**config.mk**
```make
export PLATFORM = sky130hd
export DESIGN_NAME = ifbrk_unit
export DESIGN_NICKNAME = d
export VERILOG_FILES = /design/src/rtl/ifbrk_pkg.sv /design/src/rtl/ifbrk_chan_match.sv /design/src/rtl/ifbrk_tag_table.sv /design/src/rtl/ifbrk_seq.sv /design/src/rtl/ifbrk_unit.sv
export SDC_FILE = /design/constraint.sdc
export NUM_CORES = 1
export LEC_CHECK = 0
export BUFFER_PORTS_ARGS = -buffer_cell sky130_fd_sc_hd__buf_2
export CORE_MARGIN = 4
export CORE_UTILIZATION = 38
export DETAILED_ROUTE_END_ITERATION = 16
export GPL_ROUTABILITY_DRIVEN = 0
export GPL_TIMING_DRIVEN = 0
export HOLD_SLACK_MARGIN = 0.15
export PLACE_DENSITY = 0.77
export SETUP_SLACK_MARGIN = 0.2
export SKIP_LAST_GASP = 1
export SLEW_MARGIN = 20
export SYNTH_ARGS = -nofsm -noshare
export SYNTH_HDL_FRONTEND = slang
export SYNTH_SLANG_ARGS = --single-unit
```
**constraint.sdc**
```tcl
create_clock -name clk -period 1.4 [get_ports clk]
set_input_delay 0.28 -clock clk [delete_from_list [all_inputs] [get_ports clk]]
set_output_delay 0.28 -clock clk [all_outputs]
set_load 0.005 [all_outputs]
```
**src/rtl/ifbrk_pkg.sv**
```systemverilog
package ifbrk_pkg;
    localparam int unsigned NCH_DEF = 2;
    localparam int unsigned AW_DEF  = 32;
    localparam int unsigned TW_DEF  = 3;

    typedef struct packed {
        logic en;
        logic ifetch;
        logic sec_bus;
    } chan_gate_t;

    function automatic logic chan_usable(input chan_gate_t g, input logic addr_lsb);
        return g.en && g.ifetch && !g.sec_bus && !addr_lsb;
    endfunction
endpackage

```
**src/rtl/ifbrk_chan_match.sv**
```systemverilog
module ifbrk_chan_match
    import ifbrk_pkg::*;
#(
    parameter int unsigned AW = AW_DEF
) (
    input  logic          clk,
    input  logic          rst_n,
    input  chan_gate_t    gate,
    input  logic [AW-1:0] brk_addr,
    input  logic          fetch_valid,
    input  logic [AW-1:0] fetch_addr,
    output logic          hit
);
    logic usable;

    always_comb begin
        usable = chan_usable(gate, brk_addr[0]);
        hit    = fetch_valid && usable && (fetch_addr == brk_addr);
    end

    // odd break address never produces a hit
    a_r5_odd_addr_no_hit: assert property (@(posedge clk) disable iff (!rst_n)
        (fetch_valid && brk_addr[0]) |-> !hit);

    // disabled, data-type or secondary-bus channel never hits
    a_r6_gated_no_hit: assert property (@(posedge clk) disable iff (!rst_n)
        (!gate.en || !gate.ifetch || gate.sec_bus) |-> !hit);
endmodule

```
**src/rtl/ifbrk_tag_table.sv**
```systemverilog
module ifbrk_tag_table
    import ifbrk_pkg::*;
#(
    parameter int unsigned NCH = NCH_DEF,
    parameter int unsigned TW  = TW_DEF
) (
    input  logic           clk,
    input  logic           rst_n,
    input  logic           wr_en,
    input  logic [TW-1:0]  wr_tag,
    input  logic [NCH-1:0] wr_hit,
    input  logic           flush,
    input  logic           rd_en,
    input  logic [TW-1:0]  rd_tag,
    output logic [NCH-1:0] rd_hit
);
    localparam int unsigned NTAG = 1 << TW;

    logic [NTAG-1:0][NCH-1:0] tbl_d, tbl_q;

    always_comb begin
        tbl_d  = tbl_q;
        rd_hit = rd_en ? tbl_q[rd_tag] : '0;
        if (rd_en) begin
            tbl_d[rd_tag] = '0;
        end
        if (wr_en) begin
            tbl_d[wr_tag] = wr_hit;
        end
        if (flush) begin
            tbl_d = '0;
        end
    end

    always_ff @(posedge clk) begin
        if (!rst_n) begin
            tbl_q <= '0;
        end else begin
            tbl_q <= tbl_d;
        end
    end

    // a flush leaves no recorded match behind
    a_r4_flush_drops: assert property (@(posedge clk) disable iff (!rst_n)
        flush |=> (tbl_q == '0));

    // an executed tag's entry is consumed unless refilled the same cycle
    a_r11_consume: assert property (@(posedge clk) disable iff (!rst_n)
        (rd_en && !(wr_en && (wr_tag == rd_tag))) |=> (tbl_q[$past(rd_tag)] == '0));
endmodule

```
**src/rtl/ifbrk_seq.sv**
```systemverilog
module ifbrk_seq
    import ifbrk_pkg::*;
#(
    parameter int unsigned NCH = NCH_DEF
) (
    input  logic           clk,
    input  logic           rst_n,
    input  logic           ex_valid,
    input  logic           ex_dbranch,
    input  logic           ex_taken,
    input  logic [NCH-1:0] ex_hit,
    input  logic [NCH-1:0] cfg_after,
    input  logic [NCH-1:0] stat_clr,
    output logic           brk_req,
    output logic [NCH-1:0] brk_status
);
    typedef struct packed {
        logic           slot;
        logic [NCH-1:0] pend;
        logic           req;
        logic [NCH-1:0] status;
    } seq_state_t;

    seq_state_t s_d, s_q;
    logic [NCH-1:0] pre_hit, post_hit, fire;

    always_comb begin
        s_d      = s_q;
        pre_hit  = ex_hit & ~cfg_after;
        post_hit = ex_hit & cfg_after;
        fire     = '0;
        if (ex_valid) begin
            if (s_q.slot) begin
                s_d.pend = s_q.pend | pre_hit | post_hit;
                s_d.slot = 1'b0;
            end else begin
                fire     = s_q.pend | pre_hit;
                s_d.pend = post_hit;
                s_d.slot = ex_dbranch && ex_taken;
            end
        end
        s_d.req    = |fire;
        s_d.status = (s_q.status & ~stat_clr) | fire;
    end

    always_ff @(posedge clk) begin
        if (!rst_n) begin
            s_q <= '0;
        end else begin
            s_q <= s_d;
        end
    end

    assign brk_req    = s_q.req;
    assign brk_status = s_q.status;

    // nothing is requested for a delay-slot presentation
    a_r7_hold_in_slot: assert property (@(posedge clk) disable iff (!rst_n)
        (ex_valid && s_q.slot) |=> !brk_req);

    // a request always follows an execute presentation
    a_r2_req_after_exec: assert property (@(posedge clk) disable iff (!rst_n)
        brk_req |-> $past(ex_valid));

    // every request is accompanied by a set status flag
    a_r9_req_sets_status: assert property (@(posedge clk) disable iff (!rst_n)
        brk_req |-> (brk_status != '0));

    for (genvar i = 0; i < NCH; i++) begin : g_sticky
        // status holds until cleared
        a_r10_status_sticky: assert property (@(posedge clk) disable iff (!rst_n)
            (brk_status[i] && !stat_clr[i]) |=> brk_status[i]);
    end
endmodule

```
**src/rtl/ifbrk_unit.sv**
```systemverilog
module ifbrk_unit
    import ifbrk_pkg::*;
#(
    parameter int unsigned NCH = NCH_DEF,
    parameter int unsigned AW  = AW_DEF,
    parameter int unsigned TW  = TW_DEF
) (
    input  logic              clk,
    input  logic              rst_n,
    input  logic [NCH-1:0]    cfg_en,
    input  logic [NCH-1:0]    cfg_ifetch,
    input  logic [NCH-1:0]    cfg_after,
    input  logic [NCH-1:0]    cfg_sec_bus,
    input  logic [NCH*AW-1:0] cfg_addr,
    input  logic [NCH-1:0]    stat_clr,
    input  logic              fetch_valid,
    input  logic [AW-1:0]     fetch_addr,
    input  logic [TW-1:0]     fetch_tag,
    input  logic              flush,
    input  logic              ex_valid,
    input  logic [TW-1:0]     ex_tag,
    input  logic              ex_dbranch,
    input  logic              ex_taken,
    output logic              brk_req,
    output logic [NCH-1:0]    brk_status
);
    logic [NCH-1:0] fetch_hit;
    logic [NCH-1:0] ex_hit;

    for (genvar i = 0; i < NCH; i++) begin : g_chan
        chan_gate_t gate;
        assign gate = '{en: cfg_en[i], ifetch: cfg_ifetch[i], sec_bus: cfg_sec_bus[i]};

        ifbrk_chan_match #(.AW(AW)) u_match (
            .clk         (clk),
            .rst_n       (rst_n),
            .gate        (gate),
            .brk_addr    (cfg_addr[i*AW +: AW]),
            .fetch_valid (fetch_valid),
            .fetch_addr  (fetch_addr),
            .hit         (fetch_hit[i])
        );
    end

    ifbrk_tag_table #(.NCH(NCH), .TW(TW)) u_table (
        .clk    (clk),
        .rst_n  (rst_n),
        .wr_en  (fetch_valid),
        .wr_tag (fetch_tag),
        .wr_hit (fetch_hit),
        .flush  (flush),
        .rd_en  (ex_valid),
        .rd_tag (ex_tag),
        .rd_hit (ex_hit)
    );

    ifbrk_seq #(.NCH(NCH)) u_seq (
        .clk        (clk),
        .rst_n      (rst_n),
        .ex_valid   (ex_valid),
        .ex_dbranch (ex_dbranch),
        .ex_taken   (ex_taken),
        .ex_hit     (ex_hit),
        .cfg_after  (cfg_after),
        .stat_clr   (stat_clr),
        .brk_req    (brk_req),
        .brk_status (brk_status)
    );
endmodule

```
==> reports/metrics.cfg, run 1 <==
[sta]
worst_slack_ns = 0.0123
max_slew_margin_pct = 73.4
layout_min_cycle_time_ns = 1.39
fin_skew_ns = 0.00751
fmax_ghz = 0.721
final.period_utilization_pct = 99.1
rsz0062_at_grt = true
slew_violations = 0
tightest_slew_ns = 0.399
hold_viol = 0
setup_viol = 0
hold_ws_ns = 0.203

[final_layout]
areaGrowthSynthToFinish_pct = 55.7
finalNonFillerCells = 394
final_cell_mix = buf_2, xnor2_1, nand2_1, nand4_1, dfxtp_1
nets = 462
drive_above_1_share_pct = 51.0
fillers = 379
fin_area_um2 = 2780
final_common_cell = buf_2

[setup_path]
cp_max_fo = 2
crit_top_cell = nor2_1
cp-start-kind = register
criticalPathCategory = reg -> reg
critPathCaptureType = register
crit_chain = mux4_2, mux2i_4, nor2_1, nor2_1, o21ai_1
slowest_stage = mux4_2
crit_arrival_ns = 1.54
required_ns = 1.55
crit_path_max_incr_delay_ns = 0.50

[cts]
cts.clk_slew.worst_paths_ns = 0.08
clk_path_buf_depth = 2
numCtsBuffers = 3
tritoncts = built
clock-root-buffer = clkbuf_8
clk_latency_ns = 0.26
clock_sinks = 22
h-tree-depth = 1

[logic_synthesis]
post-synth-top-area-cell = xnor2_1
syn_nets = 332
ys_warn_count = 0
ys_seq_area_share_pct = 24.6
synth-edff-count = 0
syn_area_per_cell_um2 = 8.39
synth_top_family_by_area = XOR/XNOR gates
synth_compound_area_share_pct = 12.5
synthAdderAreaFrac_pct = 0
yosys-top-cells-area = xnor2_1, dfxtp_1, nand4_1
synthFlopType = dfxtp_1
synth_top_area_share_pct = 28.4
synthArstFlopShare_pct = 0
synth.area.mux_share_pct = 6.79
synthXorXnorAreaFrac_pct = 29.4
yosys.area_share.simple_pct = 23.7
ys_types = 39
synth_cells = 213
netlist_area_um2 = 1790
ys_seq_elements = 22

[grt]
grt_max_degree = 12
gr-total-overflow = 0
antenna_found_initial = 1
grt_pass1_vias = 2190
grt_pass1_wl_um = 9380
grt_usage_pct = 19.4

[power_and_ir_drop]
leakage_nw = 1.20
p_per_area_nw_per_um2 = 564
irDropWorstVdd_uv = 347

[die]
dieArea_um2 = 5860
start_util_pct = 40.2
die_h_um = 76.6
rows = 24
die_w_um = 76.6
io_pins = 122
core_um2 = 4440

[drt]
drtAntennaViolNets = 0
firstDrtPassIters = 4
wl_met1_um = 2060
dr.max_layer_used = met4
dr_total_vias = 2039
drc = 0
wl_met3_um = 457
viasPerCell = 5.18
finalWirelength_um = 5820
wl_per_cell_um = 14.8
wl_met2_um = 3140
dr.first_iter.drc_count = 43

[placed_design]
pre_cts_ws_ns = -0.292
dp_cells = 385
port_buffers = 120
placement.cell_area_um2 = 2480
dp_hpwl_um = 5050

[run]
drv_cap = 0

[status]
status = complete, no violations

[hold_path]
hold_path_class = in -> reg

[synth_stat cells (2+ instances only)]
cell type	number
buf_4	2
dfxtp_1	22
inv_1	6
mux2i_1	5
mux4_2	2
nand2_1	20
nand2b_1	5
nand3_1	3
nand3b_1	3
nand4_1	18
nand4b_1	3
nor2_1	12
nor2b_1	3
nor3_1	2
nor4_1	2
o211a_1	2
o21ai_0	14
o21ai_1	9
o311a_1	2
xnor2_1	58
xor2_1	2
[final cells by class]
type | instances | area (um2) | area share (%)
buffer | 4 | 38.8 | 1.39
sequential | 22 | 449 | 16.1
inverter | 6 | 22.5 | 0.810
clock buffer | 3 | 41.3 | 1.48
antenna | 1 | 2.50 | 0.0900
timing repair buffer | 125 | 698 | 25.1
multi-input combinational | 181 | 1460 | 52.6
tap | 52 | 65.1 | 2.34
[metrics by stage]
step                      setup TNS, ns  utilization, %  total power, mW
after floorplan                       0               -            0.882
after global placement            -5.28            55.9             1.13
after detailed placement          -5.18            55.9             1.14
after CTS                             0            58.7             1.53
after global routing             -0.135            62.6             1.65
final                                 0            62.6             1.57
[registers in the layout, summed over array words and instances (netlist names)]
name,count
u_table.tbl_q,16
u_seq.s_q,3
u_seq.brk_status,2
u_seq.brk_req,1
[repair_timing]
item,in CTS,in global routing
hold buffers,0,0
pin swaps,5,15
endpoints found under the setup margin,21,21
gates resized for setup,13,37
buffers inserted,5,0
hold endpoints to repair,0,0
[worst paths after layout]
kind / from / to / slack (ns) / cells after the start
min: stat_clr[1] / u_seq.brk_status[1] / 0.20 / 2
max: u_table.tbl_q[10] / u_seq.brk_status[0] / 0.01 / 5
min reg2reg: u_table.tbl_q[7] / u_table.tbl_q[7] / 0.45 / 2
max reg2reg: u_table.tbl_q[10] / u_seq.brk_status[0] / 0.01 / 5
[power breakdown]
part	internal (mW)	leakage, nW	switching (mW)
combinational	0.317	0.994	0.237
sequential	0.626	0.181	0.000684
clock	0.192	0.0216	0.197
total	1.13	1.20	0.435
[cells by family after synthesis]
logic type	count (synthesis)
AO/OA/AOI/OAI	36
XOR/XNOR	60
multiplexers	8
AND/OR/NAND/NOR	77
buffers and inverters	10
flip-flops	22
[layer usage]
metal | track usage (%) | vias up
met4 | 7.43 | 0
met2 | 36.9 | 85
met5 | 0 | -
met3 | 4.85 | 12
li1 | - | 1017
met1 | 20.3 | 925
[worst max-delay path, delay by kind of cell, from the launching register on]
family / cells / cell delay (ns)
AO/OA/AOI/OAI: 1 / 0.08
flip-flops: 1 / 0.33
multiplexers: 2 / 0.68
AND/OR/NAND/NOR: 2 / 0.18
Power figures use the tool's default switching activity.
==> run 2: changes to the inputs <==
--- a/config.mk
+++ b/config.mk
@@ -7,7 +7,7 @@
 export LEC_CHECK = 0
 export BUFFER_PORTS_ARGS = -buffer_cell sky130_fd_sc_hd__buf_2
 export CORE_MARGIN = 4
-export CORE_UTILIZATION = 38
+export CORE_UTILIZATION = 39
 export DETAILED_ROUTE_END_ITERATION = 16
 export GPL_ROUTABILITY_DRIVEN = 0
 export GPL_TIMING_DRIVEN = 0
@@ -18,4 +18,5 @@
 export SLEW_MARGIN = 20
 export SYNTH_ARGS = -nofsm -noshare
 export SYNTH_HDL_FRONTEND = slang
+export SYNTH_HIERARCHICAL = 1
 export SYNTH_SLANG_ARGS = --single-unit
==> reports/metrics.cfg, run 2 <==
[status]
status = complete, no violations

[logic_synthesis]
synth_most_common_cell = xor2_1
yosys-top-cells-area = xor2_1, dfxtp_1, a21oi_1
synth_top_area_share_pct = 24.7
synthFlopType = dfxtp_1
synth_cells = 239
syn_area_per_cell_um2 = 8.32
synth-edff-count = 0
post-synth-top-area-cell = xor2_1
ys_top_cells_by_count = xor2_1, dfxtp_1, a21oi_1
ys_warn_count = 6
ys_types = 31
netlist_area_um2 = 1990
synthArstFlopShare_pct = 0
ys_seq_area_share_pct = 22.2
syn_nets = 358
ys_seq_elements = 22

[cts]
cts_setup_buffers = 0
clock_sinks = 22
clk_latency_ns = 0.26
tritoncts = built
cts.clk_slew.worst_paths_ns = 0.08
h-tree-depth = 1
clock-root-buffer = clkbuf_8
numCtsBuffers = 3
clk_path_buf_depth = 2
holdBufCountCts = 0

[placed_design]
placement.cell_area_um2 = 2690
port_buffers = 120
pre_cts_ws_ns = -0.371
dp_cells = 426
dp_hpwl_um = 4910

[grt]
grt_pass1_wl_um = 9010
grt_usage_pct = 17.8
grt_pass1_vias = 2198
grt_max_degree = 13
antenna_found_initial = 0
gr-total-overflow = 0

[drt]
drc = 0
wl_per_cell_um = 14.2
drtAntennaViolNets = 0
dr.first_iter.drc_count = 60
firstDrtPassIters = 4
finalWirelength_um = 6090
viasPerCell = 5.15
dr_total_vias = 2213

[final_layout]
largest_register_ffs = 16
final_core_util_pct = 61.3
final-seq-area_um2 = 440
antenna_cells = 0
final_common_cell = buf_2
areaGrowthSynthToFinish_pct = 48.5
fin_area_um2 = 2950
largest_register = u_table/tbl_q
multiInputGateArea_um2 = 1570
drive_above_1_share_pct = 47.7
nets = 483
final_cell_mix = buf_2, xor2_1, dfxtp_1, nand3_1, buf_6
finalNonFillerCells = 430
fillers = 444

[power_and_ir_drop]
clkPwrFrac_pct = 28.2
p_per_area_nw_per_um2 = 546
combPwrFrac_pct = 32.9
swShare_pct = 28.2
intPower_mw = 1.16
power_mw = 1.61
irDropWorstVdd_uv = 357
p_switching_mw = 0.454
power_frac_seq_pct = 38.9
leakage_nw = 1.28

[sta]
hold_viol = 0
fin_skew_ns = 0.00360
hold_ws_ns = 0.268
setup_viol = 0
final.period_utilization_pct = 98.8
slew_violations = 0
worst_slack_ns = 0.0173
tns_ns = 0
max_slew_margin_pct = 77.8
rsz0062_at_grt = true
layout_min_cycle_time_ns = 1.38
tightest_slew_ns = 0.332
fmax_ghz = 0.723

[setup_path]
critPathCaptureType = register
cp_max_fo = 8
criticalPathCategory = in -> reg
crit_arrival_ns = 1.59
cp-start-kind = input port
required_ns = 1.60

[die]
rows = 25
core_um2 = 4820
dieArea_um2 = 6300
start_util_pct = 41.3
die_h_um = 79.4
io_pins = 122
die_w_um = 79.4

[run]
drv_cap = 0

[hold_path]
hold_path_class = in -> reg

-- run 2: cell type report --
type                       instances  share of cell area, %
tap                               67                   2.84
multi-input combinational        200                   53.3
timing repair buffer             120                   22.9
inverter                           2                  0.254
sequential                        22                   14.9
buffer                            15                   3.94
clock buffer                       4                   1.87
-- run 2: cell families after synthesis --
kind of cell,Yosys count,synth area share [%]
AND/OR/NAND/NOR,100,33.0
XOR/XNOR,62,27.3
AO/OA/AOI/OAI,29,7.80
flip-flops,22,22.2
buffers and inverters,17,5.22
multiplexers,9,4.53
-- run 2: critical path: stages --
cell and delay [ns]:
buf_2 0.10, xor2_1 0.17, nor4_2 0.32, nand4_1 0.18, nor3_2 0.16, buf_6 0.19
nand2_2 0.06, a21oi_2 0.12
-- run 2: power groups by stage --
stage                     sequential (mW)  clock [mW]  combinational (mW)
after detailed placement            0.642           0               0.480
after CTS                           0.627       0.469               0.502
after global routing                0.627       0.490               0.580
after floorplan                     0.642           0               0.230
final                               0.627       0.455               0.530
after global placement              0.642           0               0.469
-- run 2: metal layers --
layer,vias up,global-route usage [%],wire (um)
li1,1115,-,-
met1,997,18.2,2230
met2,89,36.1,3320
met3,12,3.39,436
met4,0,4.47,108
met5,-,0,0
-- run 2: timing repair --
item	in CTS	in global routing
endpoints found under the setup margin	17	21
gates resized for setup	15	34
hold endpoints to repair	0	0
pin swaps	14	19
-- run 2: path summary, 6_finish.rpt --
kind                                       start                   to  slack (ns)  depth (start not counted)
worst max-delay path                cfg_addr[42]     u_table/tbl_q[7]        0.02                          8
worst min-delay path                 stat_clr[1]  u_seq/brk_status[1]        0.27                          3
worst max register to register  u_table/tbl_q[3]        u_seq/brk_req        0.19                          5
worst min register to register  u_table/tbl_q[8]     u_table/tbl_q[8]        0.48                          2
